===== src/rtl/resp_pkg.sv =====
package resp_pkg;
    localparam int BYTE_W   = 8;
    localparam int HI_SHIFT = 4;
    localparam int RAW_W    = BYTE_W + HI_SHIFT + 1;

    localparam logic [BYTE_W-1:0] TY_ACK_ERR  = 8'h02;
    localparam logic [BYTE_W-1:0] TY_GEN_ONE  = 8'h11;
    localparam logic [BYTE_W-1:0] TY_GEN_TWO  = 8'h12;
    localparam logic [BYTE_W-1:0] TY_GEN_LONG = 8'h1A;
    localparam logic [BYTE_W-1:0] TY_DCS_LONG = 8'h1C;
    localparam logic [BYTE_W-1:0] TY_DCS_ONE  = 8'h21;
    localparam logic [BYTE_W-1:0] TY_DCS_TWO  = 8'h22;

    typedef enum logic [1:0] {
        ST_IDLE,
        ST_SEND,
        ST_FINISH
    } ext_state_e;

    typedef struct packed {
        logic [RAW_W-1:0] raw;
        logic             retry;
        logic             unknown;
    } decode_t;
endpackage


===== src/rtl/resp_type_decode.sv =====
module resp_type_decode
    import resp_pkg::*;
(
    input  logic [BYTE_W-1:0] type_i,
    input  logic [BYTE_W-1:0] lo_i,
    input  logic [BYTE_W-1:0] hi_i,
    output decode_t           dec_o
);
    always_comb begin
        dec_o = '0;
        unique case (type_i)
            TY_GEN_ONE, TY_DCS_ONE:   dec_o.raw = RAW_W'(1);
            TY_GEN_TWO, TY_DCS_TWO:   dec_o.raw = RAW_W'(2);
            TY_GEN_LONG, TY_DCS_LONG: dec_o.raw = RAW_W'(lo_i) + (RAW_W'(hi_i) << HI_SHIFT);
            TY_ACK_ERR:               dec_o.retry = 1'b1;
            default:                  dec_o.unknown = 1'b1;
        endcase
    end
endmodule


===== src/rtl/resp_len_limit.sv =====
module resp_len_limit
    import resp_pkg::*;
#(
    parameter int MAX_PAYLOAD = 10,
    parameter int LEN_W       = 8,
    parameter int CNT_W       = 4,
    parameter int IDX_W       = 4,
    parameter int SHORT_MAX   = 2,
    parameter int NEAR_OFF    = 1,
    parameter int FAR_OFF     = 4
) (
    input  logic [RAW_W-1:0] raw_i,
    input  logic [LEN_W-1:0] req_i,
    output logic [CNT_W-1:0] cnt_o,
    output logic [IDX_W-1:0] off_o
);
    localparam int CMP_W = (RAW_W > LEN_W) ? RAW_W : LEN_W;

    logic [CMP_W-1:0] raw_ext, req_ext, capped, limited;

    always_comb begin
        raw_ext = CMP_W'(raw_i);
        req_ext = CMP_W'(req_i);
        // fixed cap first, caller's length second
        capped  = (raw_ext > CMP_W'(MAX_PAYLOAD)) ? CMP_W'(MAX_PAYLOAD) : raw_ext;
        limited = (req_ext < capped) ? req_ext : capped;
        cnt_o   = CNT_W'(limited);
        // offset follows the undecorated count, not the limited one
        off_o   = (raw_i > RAW_W'(SHORT_MAX)) ? IDX_W'(FAR_OFF) : IDX_W'(NEAR_OFF);
    end
endmodule


===== src/rtl/resp_payload_extract.sv =====
module resp_payload_extract
    import resp_pkg::*;
#(
    parameter int BUF_BYTES   = 16,
    parameter int MAX_PAYLOAD = 10,
    parameter int LEN_W       = 8,
    localparam int CNT_W      = $clog2(MAX_PAYLOAD + 1),
    localparam int IDX_W      = $clog2(BUF_BYTES),
    localparam int BUF_W      = BYTE_W * BUF_BYTES
) (
    input  logic              clk,
    input  logic              rst_n,
    input  logic              start_i,
    input  logic [BUF_W-1:0]  rx_buf_i,
    input  logic [LEN_W-1:0]  req_len_i,
    output logic [BYTE_W-1:0] data_o,
    output logic              valid_o,
    output logic              last_o,
    output logic              done_o,
    output logic [CNT_W-1:0]  count_o,
    output logic              retry_o,
    output logic              unknown_o
);
    ext_state_e       state_q, state_d;
    logic [BUF_W-1:0] buf_q;
    logic [CNT_W-1:0] cnt_q, idx_q, cnt_new;
    logic [IDX_W-1:0] off_q, off_new, rd_pos;
    logic             retry_q, unknown_q, final_byte;
    decode_t          dec;

    resp_type_decode u_decode (
        .type_i (rx_buf_i[0 +: BYTE_W]),
        .lo_i   (rx_buf_i[BYTE_W +: BYTE_W]),
        .hi_i   (rx_buf_i[2*BYTE_W +: BYTE_W]),
        .dec_o  (dec)
    );

    resp_len_limit #(
        .MAX_PAYLOAD (MAX_PAYLOAD),
        .LEN_W       (LEN_W),
        .CNT_W       (CNT_W),
        .IDX_W       (IDX_W)
    ) u_limit (
        .raw_i (dec.raw),
        .req_i (req_len_i),
        .cnt_o (cnt_new),
        .off_o (off_new)
    );

    assign final_byte = (idx_q == cnt_q - CNT_W'(1));
    assign rd_pos     = off_q + IDX_W'(idx_q);

    // next-state selection
    always_comb begin
        state_d = state_q;
        unique case (state_q)
            ST_IDLE:   if (start_i) state_d = (cnt_new == '0) ? ST_FINISH : ST_SEND;
            ST_SEND:   if (final_byte) state_d = ST_FINISH;
            ST_FINISH: state_d = ST_IDLE;
            default:   state_d = ST_IDLE;
        endcase
    end

    // state register and captured reply
    always_ff @(posedge clk or negedge rst_n) begin
        if (!rst_n) begin
            state_q   <= ST_IDLE;
            buf_q     <= '0;
            cnt_q     <= '0;
            off_q     <= '0;
            idx_q     <= '0;
            retry_q   <= 1'b0;
            unknown_q <= 1'b0;
        end else begin
            state_q <= state_d;
            if (state_q == ST_IDLE && start_i) begin
                buf_q     <= rx_buf_i;
                cnt_q     <= cnt_new;
                off_q     <= off_new;
                idx_q     <= '0;
                retry_q   <= dec.retry;
                unknown_q <= dec.unknown;
            end else if (state_q == ST_SEND) begin
                idx_q <= idx_q + CNT_W'(1);
            end
        end
    end

    // outputs
    always_comb begin
        valid_o   = (state_q == ST_SEND);
        last_o    = (state_q == ST_SEND) && final_byte;
        done_o    = (state_q == ST_FINISH);
        data_o    = buf_q[{rd_pos, 3'b000} +: BYTE_W];
        count_o   = cnt_q;
        retry_o   = retry_q;
        unknown_o = unknown_q;
    end
endmodule


===== config.mk =====
export PLATFORM = sky130hd
export DESIGN_NAME = resp_payload_extract
export DESIGN_NICKNAME = d
export VERILOG_FILES = /design/src/rtl/resp_pkg.sv /design/src/rtl/resp_type_decode.sv /design/src/rtl/resp_len_limit.sv /design/src/rtl/resp_payload_extract.sv
export SDC_FILE = /design/constraint.sdc
export NUM_CORES = 1
export LEC_CHECK = 0
export ABC_CLOCK_PERIOD_IN_PS = 2700
export BUFFER_PORTS_ARGS = -buffer_cell sky130_fd_sc_hd__buf_2
export CORE_UTILIZATION = 57
export CTS_BUF_LIST = sky130_fd_sc_hd__clkbuf_4 sky130_fd_sc_hd__clkbuf_8
export CTS_CLUSTER_DIAMETER = 200
export DETAILED_ROUTE_END_ITERATION = 7
export PLACE_DENSITY = 0.88
export SYNTH_ARGS = -nofsm -noshare
export SYNTH_HDL_FRONTEND = slang
export SYNTH_SLANG_ARGS = --single-unit

===== constraint.sdc =====
create_clock -name clk -period 2.7 [get_ports clk]
set_input_delay 0 -clock clk [delete_from_list [all_inputs] [get_ports clk]]
set_output_delay 0 -clock clk [all_outputs]
set_load 0.02 [all_outputs]

# --- Word-level counts from Yosys, hierarchy flattened ---
# Cells that the tools add are included.
# Widths: inputs -> output; s select.
word_totals:
  regBits: 144
op_classes:
  addsub: 4
  mux: 12
  n_eq_ne: 12
  shift: 1
  reduce_logical: 10
  n_lt_le_gt_ge: 3
op_table:
  columns: ["operator", "count"]
  rows:
  - ["$shiftx 128x8->8", 1]
  - ["$pmux 13 s3", 1]
  - ["$eq 8x5->1 const B", 4]
  - ["$eq 8x6->1 const B", 2]
  - ["$add 8x12->13", 1]
  - ["$gt 13x2->1 const B", 1]
  - ["$gt 13x4->1 const B", 1]
  - ["$lt 8x13->1", 1]
  - ["$mux 13", 1]
  - ["$mux 4", 3]
  - ["$eq 8x2->1 const B", 1]
  - ["$reduce_or 7->1", 1]
  - ["$mux 2", 3]
  - ["$reduce_or 2->1", 3]
  - ["$add 4x1->4 const B", 1]
  - ["$add 4x4->4", 1]
  - ["$eq 4x4->1", 1]
  - ["$logic_not 4->1", 1]
  - ["$pmux 2 s2", 1]
  - ["$sub 4x1->4 const B", 1]
  - ["$mux 3", 1]
  - ["$eq 2x1->1 const B", 1]
  - ["$eq 2x2->1 const B", 1]
  - ["$logic_and 1x1->1", 2]
  - ["other kinds (6)", 7]

# --- Logic depth before layout (Yosys ltp) ---
# Gate-level depths: netlist (run 1).
depth:
  depth_word: 11
  ltp_mapped: 17

# --- Cells and area by module ---
# A second synthesis (run 1) with hierarchy kept.
unflattened:
  cells_unflattened: 898
  area_unflattened_um2: 7699.9
by_module_without_submodules:
  columns: ["mod", "seq_area_each_um2", "area_each_um2", "cells_each", "n_inst"]
  rows:
  - ["resp_payload_extract", 3603.5, 6967.9, 804, 1]
  - ["resp_type_decode", 0.0, 391.6, 53, 1]
  - ["resp_len_limit", 0.0, 340.3, 41, 1]

# --- Worst setup path after synthesis (run 1) ---
# OpenSTA, ideal clock, no wires.
synth_path:
  path_type: "input to register"
  start: "in rx_buf_i[12]"
  end: "reg cnt_q[2], in the netlist count_o[2]"
  stages: 14
  n_path_buf: 0
  t_arrival_ns: 3.362
  setup_slack_ns: -0.787
  cell_sequence: "ha_1 nor4b_1 or4b_4 nand3_2 o2111a_1 nand4_1 ha_1 a21oi_1 o21ai_0 a211o_1 a211o_2 o21a_4 mux2i_1 mux2_2"
synth_between:
  elab_chain_cells: 6
synth_rtl:
  columns: ["element", "line_no", "text"]
  rows:
  - ["start: declaration", "resp_payload_extract.sv:14", "input logic [BUF_W-1:0] rx_buf_i,"]
  - ["$add 8x12->13 *", "resp_type_decode.sv:14", "TY_GEN_LONG, TY_DCS_LONG: dec_o.raw = RAW_W'(lo_i) + (RAW_W'(hi_i) << HI_SHIFT);"]
  - ["$pmux 13 s3 *", "resp_type_decode.sv:11", "unique case (type_i)"]
  - ["$gt 13x4->1", "resp_len_limit.sv:25", "capped = (raw_ext > CMP_W'(MAX_PAYLOAD)) ? CMP_W'(MAX_PAYLOAD) : raw_ext;"]
  - ["$mux 13 *", "resp_len_limit.sv:25", null]
  - ["$lt 8x13->1", "resp_len_limit.sv:26", "limited = (req_ext < capped) ? req_ext : capped;"]
  - ["$mux 4 *", "resp_len_limit.sv:26", null]
  - ["end signal: assignment", "resp_payload_extract.sv:78", "cnt_q <= cnt_new;"]
  - ["end: declaration", "resp_payload_extract.sv:26", "logic [CNT_W-1:0] cnt_q, idx_q, cnt_new;"]
# Mark *: on every way between the ends. The rest lies on a longest branch, timed or not.
# A chain may end at the register's enable or synchronous reset.

# --- Final worst setup path (run 1) ---
layout_path:
  start: "in rx_buf_i[16]"
  end: "reg cnt_q[2], in the netlist count_o[2]"
# Same word-level chain as after synthesis.

==> results.toml, run 1 <==
[status]
run_status = "complete, but fails checks"
failing_checks = "negative setup slack"

[clock_tree]
cts-htree-levels = 4
clock_path_buffers = 2
number_of_clock_sinks = 142
tritoncts = "built"
tritoncts.num_buffers = 17
cts.root.buffer_cell = "sky130_fd_sc_hd__clkbuf_8"
clk_pin_slew_worst_paths_ns = 0.08
clk-insertion-delay-late_ns = 0.45

[yosys]
netlist_area_um2 = 7230
synth_async_reset_ratio = 1.00
yosysWarningCount = 0
netlist.area_leader.share = 0.491
synth.yosys.seq_area_share = 0.491
synth.largest_area_cell = "sky130_fd_sc_hd__dfrtp_1"
post_syn_instances = 765
postSynthAreaPerCell_um2 = 9.46
synth_edf_count = 0
post_synth_main_area_contributors = "sky130_fd_sc_hd__dfrtp_1 49%, sky130_fd_sc_hd__nand2_1 20%, sky130_fd_sc_hd__mux4_2 12%"
synth_flop_cell = "sky130_fd_sc_hd__dfrtp_1"
yosys.cell_types.count = 58
yosys_register_bits = 142

[floorplanning]
io-pin-count = 156
floorplan.die_area_um2 = 13100
fp.dieW_um = 115
std_cell_rows = 40
fp.dieH_um = 115
floorplan.core_area_um2 = 12200
initial_core_utilization = 0.592

[power_and_ir_drop]
power.ir.vdd_worst_mv = 0.740
leakagePower_nw = 5.42
finalPower_mw = 11.9
p_per_area_nw_per_um2 = 1110

[detailed_routing]
avgRoutedWirePerCell_um = 22.6
vias_per_cell = 6.18
detailedRoute.firstIterationViolations = 991
wirelength_um = 29000
drtPass1Iterations = 6
ant_nets = 0
route.detailed.drc = 0
detailroute.via_count = 7921

[grt]
vias_in_the_first_global_route = 8245
total_congestion_overflow = 0
grt_max_degree = 73
antenna_found_initial = 1
track_usage = 0.429
grt_first_pass_wirelength_um = 41300

[sta]
final_period_utilization = 1.19
setup-violations-final = 9
final_critical_path_setup_slack_ns = -0.503
timing.hold.ws_ns = 0.120
finClkSkew_ns = 0.0125
tightestPinTransition_ns = 0.811
fmaxAchievable_mhz = 312
final_period_minus_worst_setup_slack_ns = 3.20
max_slew_margin = 0.459
report.final.slew_viol_count = 0
grt_setup_unrepaired = "true"
final-hold-violation-count = 0

[layout]
areaGrowthSynthToFinish_pct = 47.4
final_util = 0.873
final-instance-count-excl-fill = 1281
post_route_cells_drive_above_1_share = 0.293
fin_nets = 1256

[worst_setup_path]
worst_setup_path_end_kind = "flip-flop"
cp_data_required_time_ns = 3.04
r2r_cells = 5
worst-setup-path-type = "in2reg"
setup.worst_path.start_class = "input pin"
timing.critical_path.fanout_max = 5
worst_ep_arrival_ns = 3.54

[placed_design]
placed_cells = 1102
gp_routability_congestion = 0.909
dpl.hpwl_um = 13400
port-buffer-count = 155

[flow_run]
drv.max_cap_violation_count = 0

[min_path]
min-delay-path-class = "in2async"
what timing repair did:
item	in CTS	in global routing
setup buffers	4	8
pin swaps	9	14
endpoints found under the setup margin	13	11
cloned	3	0
endpoints found under the hold margin	202	0
gates resized for setup	15	26
hold buffers	132	0
critical path: stages:
cell                       delay (ns)
sky130_fd_sc_hd__buf_8           0.08
sky130_fd_sc_hd__ha_4            0.14
sky130_fd_sc_hd__inv_4           0.04
sky130_fd_sc_hd__fa_2            0.39
sky130_fd_sc_hd__buf_4           0.15
sky130_fd_sc_hd__xnor2_1         0.25
sky130_fd_sc_hd__nor3b_2         0.11
sky130_fd_sc_hd__buf_4           0.16
sky130_fd_sc_hd__and3_4          0.17
sky130_fd_sc_hd__o211ai_1        0.27
sky130_fd_sc_hd__inv_1           0.13
sky130_fd_sc_hd__ha_4            0.18
sky130_fd_sc_hd__a21oi_4         0.12
sky130_fd_sc_hd__o21ai_2         0.08
sky130_fd_sc_hd__a211o_1         0.27
sky130_fd_sc_hd__a211o_2         0.33
sky130_fd_sc_hd__o21a_4          0.26
sky130_fd_sc_hd__mux2i_1         0.13
sky130_fd_sc_hd__mux2_4          0.26
worst paths after layout:
path	to	slack, ns	start
max	count_o[2]	-0.50	rx_buf_i[16]
max reg2reg	retry_o	0.45	state_q[0]
min	buf_q[38]	0.12	rst_n
min in group clk	unknown_o	0.12	rx_buf_i[4]
min reg2reg	buf_q[81]	0.47	buf_q[81]
max in group asynchronous	buf_q[92]	1.74	rst_n
cell families after synthesis:
| logic type | count (synthesis) | synth area share |
|---|---|---|
| compound gates | 59 | 0.0623 |
| xor+xnor | 13 | 0.0157 |
| fa+ha+maj | 17 | 0.0304 |
| buf+inv | 54 | 0.0301 |
| flops | 142 | 0.491 |
| mux | 43 | 0.129 |
| other cells | 1 | 0.000518 |
| simple gates | 436 | 0.241 |
per-stage QoR:
step	area (um2)	setup TNS, ns	setup WS (ns)
after floorplan	7300	-2.34	-0.541
after global placement	8580	-3.61	-0.729
after detailed placement	8580	-4.26	-0.853
after CTS	10500	-1.20	-0.291
after global routing	10700	-3.55	-0.622
final	10700	-2.38	-0.503
Yosys cell counts (all sizes together), types with 6 or more instances:
| library cell | count |
|---|---|
| nand2 | 389 |
| dfrtp | 142 |
| mux4 | 40 |
| clkbuf | 29 |
| ha | 16 |
| inv | 16 |
| nor2 | 13 |
| o21ai | 11 |
| buf | 9 |
| a21oi | 8 |
| o211ai | 7 |
| xnor2 | 7 |
| nand3 | 6 |
| xor2 | 6 |
power breakdown:
group / internal, mW / switching (mW) / leakage [nW] / total, mW
logic: 2.80 / 3.44 / 3.45 / 6.23
clock network: 0.935 / 0.836 / 0.205 / 1.77
registers: 3.12 / 0.730 / 1.76 / 3.85
layer usage:
| layer | vias up | wire length, um | global-route usage |
|---|---|---|---|
| li1 | 3221 | - | - |
| met1 | 3691 | 9110 | 0.466 |
| met2 | 747 | 14200 | 0.722 |
| met3 | 262 | 3080 | 0.113 |
| met4 | 0 | 2550 | 0.328 |
| met5 | - | 0 | 0 |
state kept, by name (all words and copies together), names as in the netlist:
name and flops:
buf_q 128, count_o 4, idx_q 4, off_q 2
state_q 2, retry_o 1, unknown_o 1
cells in the final DEF (no fill, tap or decap), types with 6 or more instances in the layout:
master and instances:
sky130_fd_sc_hd__clkbuf_8 18, sky130_fd_sc_hd__dlygate4sd3_1 132, sky130_fd_sc_hd__o21ai_0 7, sky130_fd_sc_hd__buf_4 55
sky130_fd_sc_hd__a21oi_1 6, sky130_fd_sc_hd__inv_1 15, sky130_fd_sc_hd__dfrtp_1 141, sky130_fd_sc_hd__buf_2 149
sky130_fd_sc_hd__o211ai_1 7, sky130_fd_sc_hd__buf_6 6, sky130_fd_sc_hd__nand2_1 388, sky130_fd_sc_hd__xor2_1 6
sky130_fd_sc_hd__clkinv_2 6, sky130_fd_sc_hd__mux4_2 40, sky130_fd_sc_hd__nor2_1 13, sky130_fd_sc_hd__ha_1 10
layout make-up:
cell class / count / area, um2
Multi-Input combinational cell: 572 / 3680
Sequential cell: 142 / 3550
Timing Repair Buffer: 351 / 2750
Fill cell: 518 / 1550
Clock buffer: 19 / 255
Tap cell: 168 / 210
Clock inverter: 12 / 144
Inverter: 16 / 62.6
Antenna cell: 1 / 2.50
Note: power is estimated with default switching activity, not from simulation.
==> run 2: changes to the inputs <==
--- a/config.mk
+++ b/config.mk
@@ -7,7 +7,9 @@
 export LEC_CHECK = 0
 export ABC_CLOCK_PERIOD_IN_PS = 2700
 export BUFFER_PORTS_ARGS = -buffer_cell sky130_fd_sc_hd__buf_2
-export CORE_UTILIZATION = 57
+export CELL_PAD_IN_SITES_DETAIL_PLACEMENT = 0
+export CELL_PAD_IN_SITES_GLOBAL_PLACEMENT = 1
+export CORE_UTILIZATION = 43
 export CTS_BUF_LIST = sky130_fd_sc_hd__clkbuf_4 sky130_fd_sc_hd__clkbuf_8
 export CTS_CLUSTER_DIAMETER = 200
 export DETAILED_ROUTE_END_ITERATION = 7
==> run 2 against run 1 <==
Against the previous run:
- the flow still finishes with violations (negative setup slack)
- critical path depth is the same
- clock skew shrank 0.0056 ns
- flip-flop and latch count is the same
- setup slack gained 0.25 ns
- combinational power shrank 6.7%
- total power shrank 3.2%
- via count shrank 14%
- critical endpoint unchanged
- highest routed layer unchanged
==> results.toml, run 2 (synthesis results as in run 1) <==
[layout]
largest_register_ff_count = 128
layout.cells.most_common_list = "387 x sky130_fd_sc_hd__nand2_1, 151 x sky130_fd_sc_hd__buf_2, 141 x sky130_fd_sc_hd__dfrtp_1"
antennaDiodeCount = 0
number_of_filler_instances_in_the_final_layout = 1276
regMostFlops = "buf_q"
areaGrowthSynthToFinish_pct = 48.9
final_common_cell = "sky130_fd_sc_hd__nand2_1"
fin_nets = 1267
post_route_cells_drive_above_1_share = 0.297

[sta]
final_critical_path_setup_slack_ns = -0.253
report.final.slew_viol_count = 0
final_period_utilization = 1.09
tightestPinTransition_ns = 0.690
finClkSkew_ns = 0.00696
fin_tns_setup_ns = -1.05
max_slew_margin = 0.537
setup-violations-final = 5
final_period_minus_worst_setup_slack_ns = 2.95
final-hold-violation-count = 0
fmaxAchievable_mhz = 339
grt_setup_unrepaired = "true"

[detailed_routing]
wirelength_um = 22200
drtPass1Iterations = 6
detailroute.via_count = 6778
ant_nets = 0
vias_per_cell = 5.04
detailedRoute.firstIterationViolations = 350
avgRoutedWirePerCell_um = 16.5
route.detailed.drc = 0

[clock_tree]
number_of_clock_sinks = 142
cts.root.buffer_cell = "sky130_fd_sc_hd__clkbuf_8"
clk_pin_slew_worst_paths_ns = 0.08
tritoncts.num_buffers = 17
cts-htree-levels = 4
clk-insertion-delay-late_ns = 0.44
clock_path_buffers = 2
tritoncts = "built"

[grt]
vias_in_the_first_global_route = 7216
grt_first_pass_wirelength_um = 35900
antenna_found_initial = 0
track_usage = 0.270
total_congestion_overflow = 0
grt_max_degree = 77

[placed_design]
dpl.hpwl_um = 14000
port-buffer-count = 155
preCtsSetupSlack_ns = -0.838
gp_routability_congestion = 0.906

[floorplanning]
fp.dieW_um = 132
fp.dieH_um = 132
floorplan.die_area_um2 = 17300
floorplan.core_area_um2 = 16500
io-pin-count = 156
initial_core_utilization = 0.438
std_cell_rows = 47

[power_and_ir_drop]
p_per_area_nw_per_um2 = 1070
power.ir.vdd_worst_mv = 0.549
finalPower_mw = 11.5
leakagePower_nw = 5.48

[worst_setup_path]
worst_path_max_delay_cell = "sky130_fd_sc_hd__fa_2"
worst-path-buf-inv = 4
worst_ep_arrival_ns = 3.28
setup.worst_path.start_class = "input pin"
cp_data_required_time_ns = 3.03
timing.critical_path.cells = "buf_2 -> ha_4 -> inv_1 -> fa_2 -> nand2b_4 -> a31oi_4 -> xnor2_2 -> buf_4 -> and3_1 -> o211ai_1 -> inv_1 -> ha_1 -> a21oi_2 -> o21ai_2 -> a211o_1 -> a211o_2 -> o21a_4 -> mux2i_1 -> mux2_4"
worst_path_dominant_cell_family = "compound AO/OA/AOI/OAI gates"
worst-setup-path-type = "in2reg"
worst_path_largest_cell_delay_ns = 0.34
timing.critical_path.fanout_max = 5
worst_setup_path_end_kind = "flip-flop"
critPathMostFrequentCell = "sky130_fd_sc_hd__inv_1"

[min_path]
min-delay-path-class = "in2async"

[flow_run]
drv.max_cap_violation_count = 0

[status]
run_status = "complete, but fails checks"
failing_checks = "negative setup slack"
## run 2: cell types whose count changed in the layout (fill, tap and decap cells not counted), sizes merged
cell      delta
buf         +11
bufinv       +2
clkbuf       +2
clkinv       -2
clkinvlp     -1
diode        -1
## run 2: final timing paths
path                              start    endpoint  slack [ns]  cells past startpoint
max                        rx_buf_i[16]  count_o[2]       -0.25                     19
min                               rst_n   buf_q[62]        0.03                      2
max reg2reg                  state_q[0]     retry_o        0.70                      4
min reg2reg                   buf_q[22]   buf_q[22]        0.47                      2
max in group asynchronous         rst_n   buf_q[27]        1.94                      3
min in group clk            rx_buf_i[4]   unknown_o        0.07                      4
## run 2: routing by layer
metal / up-vias / part of all wire / global-route usage
li1: 3237 / - / -
met2: 203 / 0.49 / 0.448
met1: 3269 / 0.44 / 0.343
met4: 0 / 0.038 / 0.130
met3: 69 / 0.037 / 0.0451
met5: - / 0 / 0
## run 2: report_power, final
part | switching (mW) | internal (mW) | total (mW) | leakage [nW]
Combinational | 3.03 | 2.78 | 5.81 | 3.47
Clock | 0.798 | 1.17 | 1.96 | 0.237
Sequential | 0.581 | 3.12 | 3.70 | 1.76
## run 2: through the flow
| stage | area, um2 | hold slack, ns | utilization | instances |
|---|---|---|---|---|
| finish | 10800 | 0.0290 | 0.652 | 1344 |
| global placement | 8680 | -0.0619 | 0.525 | 1159 |
| CTS | 10800 | 0.0138 | 0.652 | 1344 |
| detailed placement | 8680 | -0.0614 | 0.525 | 1159 |
| floorplan | 7300 | -0.296 | - | 768 |
| global route | 10800 | 0.0363 | 0.652 | 1344 |
## run 2: cell type report
cell class / instances / area [um2] / area share
Sequential cell: 142 / 3550 / 0.330
Tap cell: 220 / 275 / 0.0256
Clock inverter: 11 / 186 / 0.0173
Inverter: 16 / 60.1 / 0.00558
Clock buffer: 21 / 277 / 0.0257
Timing Repair Buffer: 362 / 2780 / 0.258
Multi-Input combinational cell: 572 / 3630 / 0.337
## run 2: repair_timing
item / in CTS / in global routing
setup buffers: 18 / 2
resized for setup: 18 / 10
gates cloned: 3 / 0
endpoints found under the setup margin: 13 / 11
pin swaps: 9 / 1
hold buffers: 132 / 0
endpoints found under the hold margin: 274 / 0
==> run 3: changes to the inputs <==
--- a/config.mk
+++ b/config.mk
@@ -9,6 +9,7 @@
 export BUFFER_PORTS_ARGS = -buffer_cell sky130_fd_sc_hd__buf_2
 export CELL_PAD_IN_SITES_DETAIL_PLACEMENT = 0
 export CELL_PAD_IN_SITES_GLOBAL_PLACEMENT = 1
+export CORE_ASPECT_RATIO = 1.2
 export CORE_UTILIZATION = 43
 export CTS_BUF_LIST = sky130_fd_sc_hd__clkbuf_4 sky130_fd_sc_hd__clkbuf_8
 export CTS_CLUSTER_DIAMETER = 200
==> run 3 against run 2 <==
Against the previous run:
- the flow still finishes with violations (negative setup slack)
- fmax fell by 2.8%
- die area barely moved
- combinational power rose by 7.9%
- register-to-register slack improved by 0.12 ns
- sequential power barely moved
- critical path depth fell by 5
- clock power fell by 7%
- routed wire length rose by 2.4%
- highest routed layer unchanged
==> results.toml, run 3 (synthesis results as in run 1) <==
[sta]
grt_setup_unrepaired = "true"
final_period_minus_worst_setup_slack_ns = 3.04
timing.hold.ws_ns = 0.0134
fmaxAchievable_mhz = 329
finClkSkew_ns = 0.0124
tightestPinTransition_ns = 0.562
final-hold-violation-count = 0
setup-violations-final = 5
final_period_utilization = 1.13
report.final.slew_viol_count = 0
max_slew_margin = 0.625
final_critical_path_setup_slack_ns = -0.340

[power_and_ir_drop]
p_per_area_nw_per_um2 = 1080
power.ir.vdd_worst_mv = 0.572
finalPower_mw = 11.8
leakagePower_nw = 5.51

[layout]
post_route_cells_drive_above_1_share = 0.300
final_util = 0.667
areaGrowthSynthToFinish_pct = 50.7
multiInputGateArea_um2 = 3670
fin_nets = 1267
regMostFlops = "buf_q"
layout.cells.most_common_list = "386 x sky130_fd_sc_hd__nand2_1, 144 x sky130_fd_sc_hd__buf_2, 142 x sky130_fd_sc_hd__dfrtp_1"
largest_register_ff_count = 128
area.sequential_um2 = 3550
final-instance-count-excl-fill = 1337
final_common_cell = "sky130_fd_sc_hd__nand2_1"
number_of_filler_instances_in_the_final_layout = 1272

[worst_setup_path]
cp-startpoint = "rx_buf_i[7]"
worst_path_dominant_cell_family = "simple AND/OR/NAND/NOR gates"
crit-reg2reg-capture = "retry_o"
worst_r2r_startpoint = "state_q[0]"
timing.critical_path.fanout_max = 5
worst_path_max_delay_cell = "sky130_fd_sc_hd__or4_4"
worst_setup_path_end_kind = "flip-flop"
timing.critical_path.cells = "buf_8 -> or4_4 -> or4b_4 -> nand3_4 -> o2111a_1 -> nand4_1 -> ha_4 -> a21oi_4 -> o21ai_2 -> a211o_1 -> a211o_2 -> o21a_4 -> mux2i_1 -> mux2_4"
rrSetupSlack_ns = 0.82
worst-path-buf-inv = 1
r2r_cells = 4
levels_on_crit_path = 14
worst-setup-path-type = "in2reg"
cp_data_required_time_ns = 3.05
worst_path_largest_cell_delay_ns = 0.53
setup.worst_path.start_class = "input pin"
cp-endpoint = "count_o[2]"
worst_ep_arrival_ns = 3.39

[detailed_routing]
drtPass1Iterations = 5
detailroute.via_count = 6887
ant_nets = 0
vias_per_cell = 5.15
avgRoutedWirePerCell_um = 17.0
route.detailed.drc = 0
detailedRoute.firstIterationViolations = 371
wirelength_um = 22800

[clock_tree]
tritoncts = "built"
cts.root.buffer_cell = "sky130_fd_sc_hd__clkbuf_8"
clk-insertion-delay-late_ns = 0.45
cts-htree-levels = 4
clk_pin_slew_worst_paths_ns = 0.08
number_of_clock_sinks = 142
tritoncts.num_buffers = 17
clock_path_buffers = 2

[placed_design]
placed_cells = 1153
port-buffer-count = 155
preCtsSetupSlack_ns = -0.852
gp_routability_congestion = 0.904
dpl.hpwl_um = 14300

[flow_run]
drv.max_cap_violation_count = 0

[min_path]
min-delay-path-class = "in2reg"
hold-path-cell-count = 4

[floorplanning]
fp.dieW_um = 120
io-pin-count = 156
floorplan.core_area_um2 = 16300
initial_core_utilization = 0.443
fp.dieH_um = 144
floorplan.die_area_um2 = 17300
std_cell_rows = 51

[grt]
grt_first_pass_wirelength_um = 35400
total_congestion_overflow = 0
track_usage = 0.272
grt_max_degree = 87
vias_in_the_first_global_route = 6965
antenna_found_initial = 1

[status]
failing_checks = "negative setup slack"
run_status = "complete, but fails checks"
## run 3: changes by cell type in the layout (fill, tap and decap cells not counted), sizes merged
cell         change
bufinv           -2
clkinvlp         +2
diode            +2
buf              +1
dlygate4sd3      -1
inv              -1
## run 3: final cells by class
class,instances,share of cell area
Multi-Input combinational cell,572,0.337
Sequential cell,142,0.326
Timing Repair Buffer,362,0.268
Clock buffer,21,0.0265
Tap cell,212,0.0243
Antenna cell,2,0.000459
Inverter,16,0.00551
Clock inverter,10,0.0125
## run 3: worst min path at each step
stage | startpoint | to
after global routing | rx_buf_i[20] | buf_q[20]
after detailed placement | rst_n | buf_q[32]
final | rx_buf_i[20] | buf_q[20]
after global placement | rst_n | buf_q[32]
after floorplan | rst_n | buf_q[0]
after CTS | rx_buf_i[9] | buf_q[9]
## run 3: worst min-delay path: cells and delay by family
family	cells	cell delay (ns)
buffers and inverters	3	0.33
AO/OA/AOI/OAI	1	0.09
## run 3: per-layer routing
metal / part of all wire / vias to the layer above / routed length (um) / track usage
li1: - / 3244 / - / -
met1: 0.42 / 3333 / 9490 / 0.341
met2: 0.50 / 248 / 11400 / 0.453
met3: 0.040 / 62 / 921 / 0.0536
met4: 0.041 / 0 / 925 / 0.133
met5: 0 / - / 0 / 0
## run 3: where the power goes
group | switching, mW | internal (mW)
Clock | 0.812 | 1.00
Combinational | 3.17 | 3.10
Sequential | 0.562 | 3.12
Total | 4.54 | 7.22
## run 3: per-stage QoR
stage | cell area, um2 | setup TNS, ns
6_report | 10900 | -1.47
5_1_grt | 10900 | -1.88
4_1_cts | 10800 | -1.04
3_5_place_dp | 8700 | -4.36
3_3_place_gp | 8700 | -3.98
2_1_floorplan | 7300 | -2.34
## run 3: timing repair
item | CTS | global route
buffers inserted | 15 | 3
cloned | 4 | 0
pin swaps | 6 | 11
endpoints found under the hold margin | 185 | 0
resized for setup | 25 | 28
hold buffers | 131 | 0
setup endpoints to repair | 13 | 14
